`src/rtl/cexp_pkg.sv`:
```
package cexp_pkg;
  localparam int unsigned CW = 16;
  localparam int unsigned IW = 32;
  localparam int unsigned RW = 5;

  localparam logic [6:0] OPC_LOAD   = 7'b0000011;
  localparam logic [6:0] OPC_STORE  = 7'b0100011;
  localparam logic [6:0] OPC_OPIMM  = 7'b0010011;
  localparam logic [6:0] OPC_OP     = 7'b0110011;
  localparam logic [6:0] OPC_LUI    = 7'b0110111;
  localparam logic [6:0] OPC_BRANCH = 7'b1100011;
  localparam logic [6:0] OPC_JAL    = 7'b1101111;
  localparam logic [6:0] OPC_JALR   = 7'b1100111;
  localparam logic [IW-1:0] WORD_EBREAK = 32'h0010_0073;

  // compact 3-bit register field -> x8..x15
  function automatic logic [RW-1:0] creg(input logic [2:0] r);
    return {2'b01, r};
  endfunction

  function automatic logic [IW-1:0] enc_i(input logic [11:0] imm, input logic [RW-1:0] rs1,
                                          input logic [2:0] f3, input logic [RW-1:0] rd,
                                          input logic [6:0] opc);
    return {imm, rs1, f3, rd, opc};
  endfunction

  function automatic logic [IW-1:0] enc_s(input logic [11:0] imm, input logic [RW-1:0] rs2,
                                          input logic [RW-1:0] rs1, input logic [2:0] f3);
    return {imm[11:5], rs2, rs1, f3, imm[4:0], OPC_STORE};
  endfunction

  function automatic logic [IW-1:0] enc_r(input logic [6:0] f7, input logic [RW-1:0] rs2,
                                          input logic [RW-1:0] rs1, input logic [2:0] f3,
                                          input logic [RW-1:0] rd);
    return {f7, rs2, rs1, f3, rd, OPC_OP};
  endfunction

  function automatic logic [IW-1:0] enc_b(input logic [12:0] imm, input logic [RW-1:0] rs1,
                                          input logic [2:0] f3);
    return {imm[12], imm[10:5], 5'd0, rs1, f3, imm[4:1], imm[11], OPC_BRANCH};
  endfunction

  function automatic logic [IW-1:0] enc_j(input logic [20:0] imm, input logic [RW-1:0] rd);
    return {imm[20], imm[10:1], imm[11], imm[19:12], rd, OPC_JAL};
  endfunction
endpackage

```
`src/rtl/cexp_q0.sv`:
```
module cexp_q0
  import cexp_pkg::*;
(
  input  logic [CW-1:2] instr_i,
  output logic [IW-1:0] instr_o,
  output logic          illegal_o
);
  logic [9:0] spn_imm;
  logic [6:0] mem_off;

  assign spn_imm = {instr_i[10:7], instr_i[12:11], instr_i[5], instr_i[6], 2'b00};
  assign mem_off = {instr_i[5], instr_i[12:10], instr_i[6], 2'b00};

  always_comb begin
    instr_o   = '0;
    illegal_o = 1'b0;
    unique case (instr_i[15:13])
      3'b000: begin
        instr_o   = enc_i({2'b00, spn_imm}, 5'd2, 3'b000, creg(instr_i[4:2]), OPC_OPIMM);
        illegal_o = (spn_imm == '0);
      end
      3'b010: instr_o = enc_i({5'd0, mem_off}, creg(instr_i[9:7]), 3'b010,
                              creg(instr_i[4:2]), OPC_LOAD);
      3'b110: instr_o = enc_s({5'd0, mem_off}, creg(instr_i[4:2]), creg(instr_i[9:7]), 3'b010);
      default: illegal_o = 1'b1;  // FP forms and reserved slot
    endcase
  end
endmodule

```
`src/rtl/cexp_q1.sv`:
```
module cexp_q1
  import cexp_pkg::*;
(
  input  logic [CW-1:2] instr_i,
  output logic [IW-1:0] instr_o,
  output logic          illegal_o
);
  logic [RW-1:0] rd, rdc, rs2c;
  logic [11:0]   imm6_sx, sp_imm, jmp_off;
  logic [12:0]   br_off;
  logic [19:0]   up_imm;
  logic [4:0]    shamt;
  logic          nz6;

  assign rd      = instr_i[11:7];
  assign rdc     = creg(instr_i[9:7]);
  assign rs2c    = creg(instr_i[4:2]);
  assign shamt   = instr_i[6:2];
  assign nz6     = instr_i[12] | (shamt != '0);
  assign imm6_sx = {{6{instr_i[12]}}, instr_i[12], instr_i[6:2]};
  assign sp_imm  = {{2{instr_i[12]}}, instr_i[12], instr_i[4:3], instr_i[5], instr_i[2],
                    instr_i[6], 4'b0000};
  assign up_imm  = {{14{instr_i[12]}}, instr_i[12], instr_i[6:2]};
  assign jmp_off = {instr_i[12], instr_i[8], instr_i[10:9], instr_i[6], instr_i[7],
                    instr_i[2], instr_i[11], instr_i[5:3], 1'b0};
  assign br_off  = {{4{instr_i[12]}}, instr_i[12], instr_i[6:5], instr_i[2], instr_i[11:10],
                    instr_i[4:3], 1'b0};

  always_comb begin
    instr_o   = '0;
    illegal_o = 1'b0;
    unique case (instr_i[15:13])
      3'b000: instr_o = enc_i(imm6_sx, rd, 3'b000, rd, OPC_OPIMM);
      3'b001: instr_o = enc_j({{9{jmp_off[11]}}, jmp_off}, 5'd1);
      3'b010: instr_o = enc_i(imm6_sx, 5'd0, 3'b000, rd, OPC_OPIMM);
      3'b011: begin
        illegal_o = !nz6;
        if (rd == 5'd2) instr_o = enc_i(sp_imm, 5'd2, 3'b000, 5'd2, OPC_OPIMM);
        else            instr_o = {up_imm, rd, OPC_LUI};
      end
      3'b100: begin
        unique case (instr_i[11:10])
          2'b00: begin
            instr_o   = enc_i({7'b0000000, shamt}, rdc, 3'b101, rdc, OPC_OPIMM);
            illegal_o = instr_i[12] | (shamt == '0);
          end
          2'b01: begin
            instr_o   = enc_i({7'b0100000, shamt}, rdc, 3'b101, rdc, OPC_OPIMM);
            illegal_o = instr_i[12] | (shamt == '0);
          end
          2'b10: instr_o = enc_i(imm6_sx, rdc, 3'b111, rdc, OPC_OPIMM);
          default: begin
            illegal_o = instr_i[12];  // 64-bit word ops / reserved
            unique case (instr_i[6:5])
              2'b00:   instr_o = enc_r(7'b0100000, rs2c, rdc, 3'b000, rdc);
              2'b01:   instr_o = enc_r(7'b0000000, rs2c, rdc, 3'b100, rdc);
              2'b10:   instr_o = enc_r(7'b0000000, rs2c, rdc, 3'b110, rdc);
              default: instr_o = enc_r(7'b0000000, rs2c, rdc, 3'b111, rdc);
            endcase
          end
        endcase
      end
      3'b101: instr_o = enc_j({{9{jmp_off[11]}}, jmp_off}, 5'd0);
      3'b110: instr_o = enc_b(br_off, rdc, 3'b000);
      default: instr_o = enc_b(br_off, rdc, 3'b001);
    endcase
  end
endmodule

```
`src/rtl/cexp_q2.sv`:
```
module cexp_q2
  import cexp_pkg::*;
(
  input  logic [CW-1:2] instr_i,
  output logic [IW-1:0] instr_o,
  output logic          illegal_o
);
  logic [RW-1:0] rs1, rs2;
  logic [7:0]    ld_off, st_off;

  assign rs1    = instr_i[11:7];
  assign rs2    = instr_i[6:2];
  assign ld_off = {instr_i[3:2], instr_i[12], instr_i[6:4], 2'b00};
  assign st_off = {instr_i[8:7], instr_i[12:9], 2'b00};

  always_comb begin
    instr_o   = '0;
    illegal_o = 1'b0;
    unique case (instr_i[15:13])
      3'b000: begin
        instr_o   = enc_i({7'b0000000, rs2}, rs1, 3'b001, rs1, OPC_OPIMM);
        illegal_o = instr_i[12] | (rs2 == '0);
      end
      3'b010: begin
        instr_o   = enc_i({4'd0, ld_off}, 5'd2, 3'b010, rs1, OPC_LOAD);
        illegal_o = (rs1 == '0);
      end
      3'b100: begin
        if (!instr_i[12]) begin
          if (rs2 == '0) begin
            instr_o   = enc_i(12'd0, rs1, 3'b000, 5'd0, OPC_JALR);
            illegal_o = (rs1 == '0);
          end else begin
            instr_o = enc_r(7'd0, rs2, 5'd0, 3'b000, rs1);
          end
        end else if (rs2 == '0) begin
          if (rs1 == '0) instr_o = WORD_EBREAK;
          else           instr_o = enc_i(12'd0, rs1, 3'b000, 5'd1, OPC_JALR);
        end else begin
          instr_o = enc_r(7'd0, rs2, rs1, 3'b000, rs1);
        end
      end
      3'b110: instr_o = enc_s({4'd0, st_off}, rs2, 5'd2, 3'b010);
      default: illegal_o = 1'b1;
    endcase
  end
endmodule

```
`src/rtl/cexp_expander.sv`:
```
module cexp_expander
  import cexp_pkg::*;
(
  input  logic [CW-1:0] instr_i,
  output logic [IW-1:0] instr_o,
  output logic          illegal_o
);
  localparam int unsigned NQ = 3;

  logic [IW-1:0] q_word [NQ];
  logic [NQ-1:0] q_ill;
  logic [IW-1:0] sel_word;
  logic          sel_ill;

  cexp_q0 u_q0 (.instr_i(instr_i[CW-1:2]), .instr_o(q_word[0]), .illegal_o(q_ill[0]));
  cexp_q1 u_q1 (.instr_i(instr_i[CW-1:2]), .instr_o(q_word[1]), .illegal_o(q_ill[1]));
  cexp_q2 u_q2 (.instr_i(instr_i[CW-1:2]), .instr_o(q_word[2]), .illegal_o(q_ill[2]));

  always_comb begin
    sel_word = '0;
    sel_ill  = 1'b1;  // quadrant 11 is not a compressed encoding
    for (int q = 0; q < NQ; q++) begin
      if (instr_i[1:0] == 2'(q)) begin
        sel_word = q_word[q];
        sel_ill  = q_ill[q];
      end
    end
  end

  assign illegal_o = sel_ill;
  assign instr_o   = sel_ill ? '0 : sel_word;
endmodule

```
`config.mk`:
```
export PLATFORM = sky130hd
export DESIGN_NAME = cexp_expander
export DESIGN_NICKNAME = d
export VERILOG_FILES = /design/src/rtl/cexp_pkg.sv /design/src/rtl/cexp_q0.sv /design/src/rtl/cexp_q1.sv /design/src/rtl/cexp_q2.sv /design/src/rtl/cexp_expander.sv
export SDC_FILE = /design/constraint.sdc
export NUM_CORES = 1
export LEC_CHECK = 0
export BUFFER_PORTS_ARGS = -buffer_cell sky130_fd_sc_hd__buf_2
export CELL_PAD_IN_SITES_DETAIL_PLACEMENT = 1
export CELL_PAD_IN_SITES_GLOBAL_PLACEMENT = 1
export CORE_UTILIZATION = 25
export DETAILED_ROUTE_END_ITERATION = 8
export PLACE_DENSITY = 0.6
export SLEW_MARGIN = 10
export SYNTH_ARGS = -nofsm -noshare
export SYNTH_HDL_FRONTEND = slang
export SYNTH_SLANG_ARGS = --single-unit
```
`constraint.sdc`:
```
create_clock -name vclk -period 2.2
set_input_delay 0.11 -clock vclk [all_inputs]
set_output_delay 0.11 -clock vclk [all_outputs]
set_load 0.01 [all_outputs]
```
======== Word-level counts from Yosys, hierarchy flattened ========
Index checks and enable logic that the tools add are counted.
word-level totals
  register bits after elaboration ......... 0
  output and inout port bits .............. 33
  word-level logic and storage cells ...... 49
operators by class
  eq/ne operators ......................... 13
  muxes and demuxes ....................... 23
  bitwise logic cells ..................... 2
  reduce and logical (&&, ||, !) cells .... 11
operators by type and width
  operator                                              number
  case mux 32 bit (7 select lines)                      1
  two-way mux 32 bit                                    4
  case mux 32 bit (4 select lines)                      1
  case mux 32 bit (3 select lines)                      1
  case mux 31 bit (3 select lines)                      1
  case mux 30 bit (3 select lines)                      1
  two-way mux 25 bit                                    3
  two-way mux 29 bit                                    1
  two-way mux 21 bit                                    1
  zero test 10 bit                                      1
  zero test 5 bit                                       2
  equality test 3 bit (second input constant)           3
  equality test 2 x 1 -> 1 bit (second input constant)  3
  equality test 2 bit (second input constant)           3
  equality test 3 x 2 -> 1 bit (second input constant)  2
  zero test 2 bit                                       3
  case mux 1 bit (2 select lines)                       3
  equality test 5 x 2 -> 1 bit (second input constant)  1
  two-way mux 1 bit                                     5
  nonzero test 5 bit                                    1
  case mux 1 bit (4 select lines)                       1
  OR reduction 2 bit                                    2
  equality test 3 x 1 -> 1 bit (second input constant)  1
  zero test 3 bit                                       1
  other kinds (2)                                       3

======== Logic depth before layout (Yosys ltp) ========
Gate-level depths: netlist of the first run.
  word-level depth ........................ 7
  depth in mapped cells ................... 9

======== Hierarchy ========
A second synthesis of the first run with hierarchy kept.
second synthesis, totals
  cells, all modules ...................... 375
  area, all modules ....................... 2517.4 um^2
modules (own cells, without submodules)
  module         instances  cells an instance  area an instance (um^2)  seq. area each (um^2)
  cexp_expander  1          146                1062.3                   0.0
  cexp_q1        1          114                715.7                    0.0
  cexp_q2        1          66                 427.9                    0.0
  cexp_q0        1          49                 311.5                    0.0

======== Least setup slack after synthesis of the first run ========
No wires, ideal clock.
  path type ............................... in2out
  start ................................... input instr_i[1]
  end ..................................... output instr_o[8]
  data arrival time ....................... 1.834 ns
  required time ........................... 2.090 ns
  setup slack ............................. 0.256 ns
  stages .................................. 8
  cell sequence ........................... clkbuf_2 nand2b_1 buf_2 a211oi_1 a211oi_2 o21ai_2 inv_4 a2111oi_0
on the way
  cells in the longest elaborated chain, start to end .. 5
  elaborated cells between the ends (all ways) .. 10
  classes of those cells .................. 2 x eq/ne; 7 x mux; 1 x reduce/logical
ends and longest elaborated chain
  element                                                               line                 text
  start, declared                                                       cexp_expander.sv:4   input logic [CW-1:0] instr_i,
  zero test 2 bit                                                       cexp_expander.sv:23  if (instr_i[1:0] == 2'(q)) begin
  two-way mux 32 bit or two-way mux 1 bit (tied branches) (3 in a row)  cexp_expander.sv:23
  two-way mux 32 bit (*)                                                cexp_expander.sv:31  assign instr_o = sel_ill ? '0 : sel_word;
  end, declared                                                         cexp_expander.sv:5   output logic [IW-1:0] instr_o,
Every way passes the cells marked *; elsewhere a longest branch is shown, timed or not.

======== Worst setup path after layout of the first run ========
  start ................................... input instr_i[6]
  end ..................................... output instr_o[8]
on the way
  cells in the longest elaborated chain, start to end .. 7
  elaborated cells between the ends (all ways) .. 21
  classes of those cells .................. 15 x mux; 2 x bitwise; 4 x reduce/logical
ends and longest elaborated chain
  element                                                             line                          text
  zero test 5 bit or nonzero test 5 bit (tied branches)               n/a
  OR 1 bit (on tied branches)                                         n/a
  case mux 1 bit (2 select lines) or zero test 1 bit (tied branches)  cexp_q1.sv:42, cexp_q1.sv:37
  case mux 1 bit (2 select lines)                                     cexp_q1.sv:32                 unique case (instr_i[15:13])
  two-way mux 1 bit (2 in a row)                                      cexp_expander.sv:23
  two-way mux 32 bit (*)                                              cexp_expander.sv:31
Marks and branches as above.

==> results of run 1 <==
==> kinds of logic (layout without fill, tap and decap cells) <==
family                    after synthesis  count (layout)  share of synthesized area [%]
AOI/OAI and AO/OA                     124             124                           49.6
xor gates and xnor gates                1               1                          0.515
buffers and inverters                  44              90                           12.4
muxes                                   6               6                           3.68
and+or+nand+nor                       108             108                           33.8
==> final cells by class <==
cell class,count,share of cell area [%]
inverter,8,1.50
tap,77,4.45
timing repair buffer,82,24.5
multi-input combinational,239,69.5
==> final timing paths <==
kind | startpoint | endpoint | slack [ns] | depth (start not counted)
setup / recovery | instr_i[6] | instr_o[8] | 0.08 | 8
hold / removal | instr_i[10] | instr_o[29] | 0.64 | 3
==> per-layer routing <==
metal / share of wire, % / routed length [um] / GRT usage (%)
met4: 1.8 / 159 / 6.32
met3: 8.0 / 716 / 2.26
met5: 0 / 0 / 0
met1: 44 / 3970 / 34.4
met2: 46 / 4080 / 39.2
==> stage by stage <==
step	area (sq um)	power (uW)
floorplan	1700	294
global placement	2150	464
detailed placement	2150	465
CTS	2160	469
global route	2160	511
finish	2160	478
==> where the power goes <==
group	leakage (uW)	total (uW)	switching [uW]	internal, uW
sequential	0	0	0	0
clock	0	0	0	0
combinational	0.000868	478	301	177
total	0.000868	478	301	177
==> worst max-delay path: stages <==
cell       delay (ns)
buf_2            0.27
nor2_1           0.19
a211oi_1         0.42
a211oi_2         0.09
o21ai_2          0.11
inv_4            0.16
a2111oi_0        0.42
buf_2            0.21
==> repair_timing <==
action | in CTS | in global routing
endpoints found under the setup margin | 1 | 25
gates resized for setup | 1 | 2
hold endpoints to repair | 0 | 0
cloned | 0 | 0
==> cells in the final DEF, fill, tap and decap left out, types with 3 or more instances in the layout <==
cell type   n
a221oi_1    4
a31oi_1     7
inv_1       7
o2bb2ai_1   3
and2_1      3
a21oi_1    30
mux2i_1     4
nand2_1    24
nand4_1     3
a21o_1      3
a22oi_1     3
o21a_1      3
o22ai_1     5
o31ai_1     3
buf_2      49
buf_12      3
o211ai_1    4
nor3_1     14
a21boi_0    3
nor2_1     26
a211oi_1    8
nor2b_1     8
nand2b_1    8
nand3_1     5
buf_4      30
o32ai_1     6
o21ai_0    21
==> impl_metrics.json, run 1 <==
{
  "outcome": "finished with violations",
  "violations": "DRC",
  "syn_nets": 299,
  "place_inst": 406,
  "netlist_instances": 283,
  "port_buffers": 49,
  "dieArea_sq_um": 7140,
  "fillers": 875,
  "drv_cap": 0,
  "yosys.cell_count.top_type": "a21oi_1",
  "ys_seq_area_share_pct": 0,
  "yosysTopAreaCellShare_pct": 9.12,
  "required_ns": 2.09,
  "num_io_pins": 49,
  "start_kind": "input port",
  "n_sequential_cell": 0,
  "grt_pass1_wl_um": 13900,
  "yosys.area.top_type": "a21oi_1",
  "routabilityCongestion": 0.945,
  "postSynthAreaPerCell_sq_um": 6.01,
  "tightest_slew_ns": 0.476,
  "min_period_over_period_pct": 96.3,
  "layout_setup_ws_ns": 0.0814,
  "netlist_area_sq_um": 1700,
  "setup_viol": 0,
  "syn2layout_area_growth_pct": 27.2,
  "report.final.hold_viol_count": 0,
  "cts_setup_buffers": 0,
  "worstPathMaxFanout": 27,
  "crit_path_end_kind": "output port",
  "p_leak_uw": 0.000868,
  "postRouteAntennaNets": 0,
  "slew_viol_final": 0,
  "start_util_pct": 26.3,
  "timing.fmax_mhz": 472,
  "yosysUniqueCellTypes": 62,
  "globalRoute.totalOverflow": 0,
  "drive_gt1_share_pct": 28.9,
  "hp-class": "in -> out",
  "vias_per_cell": 6.40,
  "hold_ws_ns": 0.638,
  "coreArea_sq_um": 6460,
  "grt_pass1_vias": 2514,
  "die_y_um": 84.5,
  "hpwl_um": 6460,
  "vias": 2599,
  "first_pass_iters": 6,
  "peakVddDrop_v": 0.0000562,
  "path_class": "in -> out",
  "drtIter0Drc": 239,
  "n_clock_buffer": 0,
  "tns_ns": 0,
  "diodes": 0,
  "rsz0062_at_grt": "no",
  "cp.arrival_ns": 2.01,
  "die_x_um": 84.5,
  "grt_max_degree": 42,
  "holdBufCountCts": 0,
  "fin_cells": 406,
  "wl_um": 8930,
  "p_per_area_nw_per_um2": 221,
  "routedWlPerCell_um": 22.0,
  "pre_cts_slack_ns": 0.00187,
  "multi_input_area_sq_um": 1510,
  "relSlewSlack_pct": 68.0,
  "utilization_pct": 33.5,
  "antenna_found_initial": 0,
  "regArea_sq_um": 0,
  "min_period_ns": 2.12,
  "fin_nets": 347,
  "drc_errors": 6,
  "ys_warn_count": 0,
  "fp-row-count": 29,
  "grtUsageTotal_pct": 24.3,
  "netlist_top_cells_count": "a21oi_1, nor2_1, nand2_1",
  "synth_area_leaders": "a21oi_1, o21ai_0, nor2_1"
}
No activity file was read; power rests on OpenSTA's default activity.
==> inputs of run 2 (changes only) <==
CORE_MARGIN = 4   (was default)
==> run 2 against run 1 <==
The run now ends clean. Maximum frequency up 3.3%. Critical endpoint is now instr_o[16]. Via count decreased by 1.8%. Flip-flop and latch count unchanged. Design area down 0.69%. First-iteration DRC count fell by 10%. Cell count stayed put. Die area is 15% higher.
==> impl_metrics.json, run 2 (synthesized netlist as in run 1, its figures left out) <==
{
  "routedWlPerCell_um": 21.8,
  "tns_ns": 0,
  "fillers": 886,
  "globalRoute.totalOverflow": 0,
  "coreArea_sq_um": 6490,
  "worstPathMaxFanout": 13,
  "grt_max_degree": 32,
  "cp_cell_sequence": "buf_2, nor4_4, nand2_1, buf_4, o32ai_1, o211ai_1, nor3_1, buf_2",
  "cp_slowest_stage_delay_ns": 0.50,
  "vias_per_cell": 6.29,
  "die_x_um": 90.5,
  "report.final.hold_viol_count": 0,
  "syn2layout_area_growth_pct": 26.3,
  "holdCritStartpoint": "instr_i[0]",
  "relSlewSlack_pct": 66.2,
  "hpwl_um": 6860,
  "layout_common_cells": "buf_2, a21oi_1, buf_4, nor2_1, nand2_1",
  "wl_um": 8840,
  "cp.arrival_ns": 1.94,
  "holdBufCountCts": 0,
  "drive_gt1_share_pct": 28.3,
  "path_class": "in -> out",
  "start_kind": "input port",
  "routabilityCongestion": 0.922,
  "die_y_um": 90.5,
  "num_io_pins": 49,
  "drtIter0Drc": 215,
  "holdPathEnd": "instr_o[8]",
  "n_sequential_cell": 0,
  "fin_nets": 347,
  "cts_setup_buffers": 0,
  "diodes": 0,
  "drv_cap": 0,
  "hp-class": "in -> out",
  "slew_viol_final": 0,
  "n_clock_buffer": 0,
  "timing.fmax_mhz": 488,
  "fp-row-count": 29,
  "antenna_found_initial": 0,
  "drc_errors": 0,
  "peakVddDrop_v": 0.0000588,
  "crit_top_cell": "buf_2",
  "min_period_over_period_pct": 93.2,
  "outcome": "complete, no violations",
  "start_util_pct": 26.2,
  "p_leak_uw": 0.000865,
  "p_per_area_nw_per_um2": 226,
  "fin_area_sq_um": 2150,
  "crit_path_end_kind": "output port",
  "final_common_cell": "buf_2",
  "tightest_slew_ns": 0.506,
  "dpl_cell_area_sq_um": 2150,
  "postRouteAntennaNets": 0,
  "grt_pass1_wl_um": 14100,
  "grtUsageTotal_pct": 20.6,
  "rsz0062_at_grt": "no",
  "vias": 2552,
  "cp_slowest_cell": "nor4_4",
  "min_path_cells": 4,
  "first_pass_iters": 5,
  "ctsResizeCount": 0,
  "regArea_sq_um": 0,
  "multi_input_area_sq_um": 1490,
  "min_period_ns": 2.05,
  "port_buffers": 49,
  "grt_pass1_vias": 2534,
  "dieArea_sq_um": 8190,
  "required_ns": 2.09,
  "setup_viol": 0
}
run 2: through the flow:
step           util [%]  worst slack [ns]  total power, uW  hold slack, ns  cells
4_1_cts            33.1             0.160              480           0.690    406
3_5_place_dp       33.1             0.159              479           0.689    406
5_1_grt            33.1           0.00933              522           0.711    406
6_report           33.1             0.149              485           0.690    406
3_3_place_gp       33.1             0.148              475           0.688    406
2_1_floorplan         -             0.256              294           0.471    283
run 2: layout make-up:
cell class | count | share of cell area [%]
inverter | 8 | 1.51
multi-input combinational | 239 | 69.3
timing repair buffer | 82 | 24.7
tap | 77 | 4.48
run 2: worst max-delay path by stage:
stage / from / end / slack, ns / cells past startpoint
floorplan: instr_i[1] / instr_o[8] / 0.26 / 8
global placement: instr_i[10] / instr_o[24] / 0.15 / 8
detailed placement: instr_i[10] / instr_o[24] / 0.16 / 8
CTS: instr_i[10] / instr_o[24] / 0.16 / 8
global route: instr_i[10] / instr_o[16] / 0.009 / 8
finish: instr_i[10] / instr_o[16] / 0.15 / 8
run 2: where the power goes:
part           switching, uW  internal, uW
clock network              0             0
logic                    300           186
registers                  0             0
run 2: routing by layer:
layer | GRT usage, % | vias to the layer above | wire length [um]
met5 | 0 | - | 0
met4 | 3.44 | 0 | 167
met3 | 1.25 | 15 | 529
met2 | 33.9 | 117 | 4070
met1 | 29.8 | 1238 | 4080
li1 | - | 1182 | -
run 2: critical path, delay by kind of cell:
| family | cells | cell delay, ns |
|---|---|---|
| compound gates | 2 | 0.40 |
| simple gates | 3 | 0.87 |
| buf+inv | 3 | 0.57 |
==> inputs of run 3 (changes only) <==
BUFFER_PORTS_ARGS = -buffer_cell sky130_fd_sc_hd__buf_4   (was -buffer_cell sky130_fd_sc_hd__buf_2)
==> run 3 against run 2 <==
Critical path depth is the same. Die area is the same. Worst setup slack worse by 0.025 ns. Combinational power is 1% higher. Maximum frequency fell by 1.2%. Utilization is 1.2 points higher. Total power increased by 1.4%. Cell count fell by 0.74%. Flip-flop and latch count unchanged. Critical path type unchanged. Largest cell class unchanged.
==> impl_metrics.json, run 3 (synthesized netlist as in run 1, its figures left out) <==
{
  "fp-row-count": 29,
  "drv_cap": 0,
  "crit_path_end_kind": "output port",
  "report.final.hold_viol_count": 0,
  "drc_errors": 0,
  "tightest_slew_ns": 0.509,
  "slew_viol_final": 0,
  "final_common_cell": "buf_4",
  "coreArea_sq_um": 6490,
  "grt_pass1_wl_um": 13900,
  "num_io_pins": 49,
  "die_y_um": 90.5,
  "timing.fmax_mhz": 482,
  "required_ns": 2.09,
  "antenna_found_initial": 0,
  "drive_gt1_share_pct": 27.6,
  "power.share.combinational_pct": 100.0,
  "worstPathMaxFanout": 27,
  "diodes": 0,
  "min_period_ns": 2.08,
  "seqPwrFrac_pct": 0,
  "fin_area_sq_um": 2220,
  "path_class": "in -> out",
  "setup_viol": 0,
  "routabilityCongestion": 0.952,
  "grtUsageTotal_pct": 20.3,
  "min_period_over_period_pct": 94.4,
  "start_util_pct": 26.2,
  "tns_ns": 0,
  "wl_um": 8820,
  "dieArea_sq_um": 8190,
  "cts_setup_buffers": 0,
  "p_leak_uw": 0.000860,
  "regArea_sq_um": 0,
  "p_per_area_nw_per_um2": 221,
  "n_sequential_cell": 0,
  "vias_per_cell": 6.34,
  "vias": 2556,
  "grt_pass1_vias": 2569,
  "drtIter0Drc": 345,
  "postRouteAntennaNets": 0,
  "start_kind": "input port",
  "clockPowerShare_pct": 0,
  "hp-class": "in -> out",
  "p_sw_uw": 296,
  "relSlewSlack_pct": 66.0,
  "finalPower_uw": 492,
  "cp.arrival_ns": 1.97,
  "routedWlPerCell_um": 21.9,
  "grt_max_degree": 34,
  "syn2layout_area_growth_pct": 30.7,
  "fin_nets": 344,
  "n_clock_buffer": 0,
  "layout_common_cells": "buf_4, a21oi_1, nor2_1, nand2_1, o21ai_0",
  "holdBufCountCts": 0,
  "ctsResizeCount": 0,
  "rsz0062_at_grt": "no",
  "first_pass_iters": 5,
  "peakVddDrop_v": 0.0000532,
  "globalRoute.totalOverflow": 0,
  "dpl_cell_area_sq_um": 2220,
  "port_buffers": 49,
  "hpwl_um": 6650,
  "p_int_uw": 196,
  "die_x_um": 90.5,
  "hold_ws_ns": 0.675,
  "outcome": "complete, no violations",
  "switching_share_pct": 60.2
}
-- run 3: changes by cell type in the layout (fill, tap and decap cells not counted), sizes merged --
| cell | change |
|---|---|
| buf | -3 |
-- run 3: worst paths after layout --
kind	from	end	slack, ns	cells past startpoint
worst max-delay path	instr_i[13]	instr_o[2]	0.12	8
worst min-delay path	instr_i[10]	instr_o[29]	0.68	3
-- run 3: power groups by stage --
stage	Sequential, uW	Combinational, uW	Clock [uW]
floorplan	0	294	0
global placement	0	486	0
detailed placement	0	486	0
CTS	0	488	0
global route	0	532	0
finish	0	492	0
-- run 3: per-stage QoR --
stage | utilization [%] | cells | worst slack, ns
after global routing | 34.3 | 403 | 0.0469
final | 34.3 | 403 | 0.123
after global placement | 34.3 | 403 | 0.181
after floorplan | - | 283 | 0.256
after CTS | 34.3 | 403 | 0.126
after detailed placement | 34.3 | 403 | 0.128
-- run 3: area by class of cell --
cell class | instances | area [sq um]
fill | 853 | 4270
inverter | 8 | 32.5
multi-input combinational | 239 | 1490
tap | 77 | 96.3
timing repair buffer | 79 | 606
-- run 3: worst max-delay path, cell delays in order --
cell      delay (ns)
buf_4           0.14
or3b_4          0.43
o221a_1         0.30
a211oi_2        0.28
o21ai_2         0.13
inv_4           0.25
o32ai_1         0.14
buf_4           0.17
-- run 3: routing by layer --
| layer | global-route usage, % | vias up | wire, um |
|---|---|---|---|
| met2 | 32.2 | 142 | 3840 |
| li1 | - | 1167 | - |
| met3 | 2.42 | 30 | 700 |
| met4 | 6.51 | 0 | 300 |
| met5 | 0 | - | 0 |
| met1 | 28.4 | 1217 | 3980 |
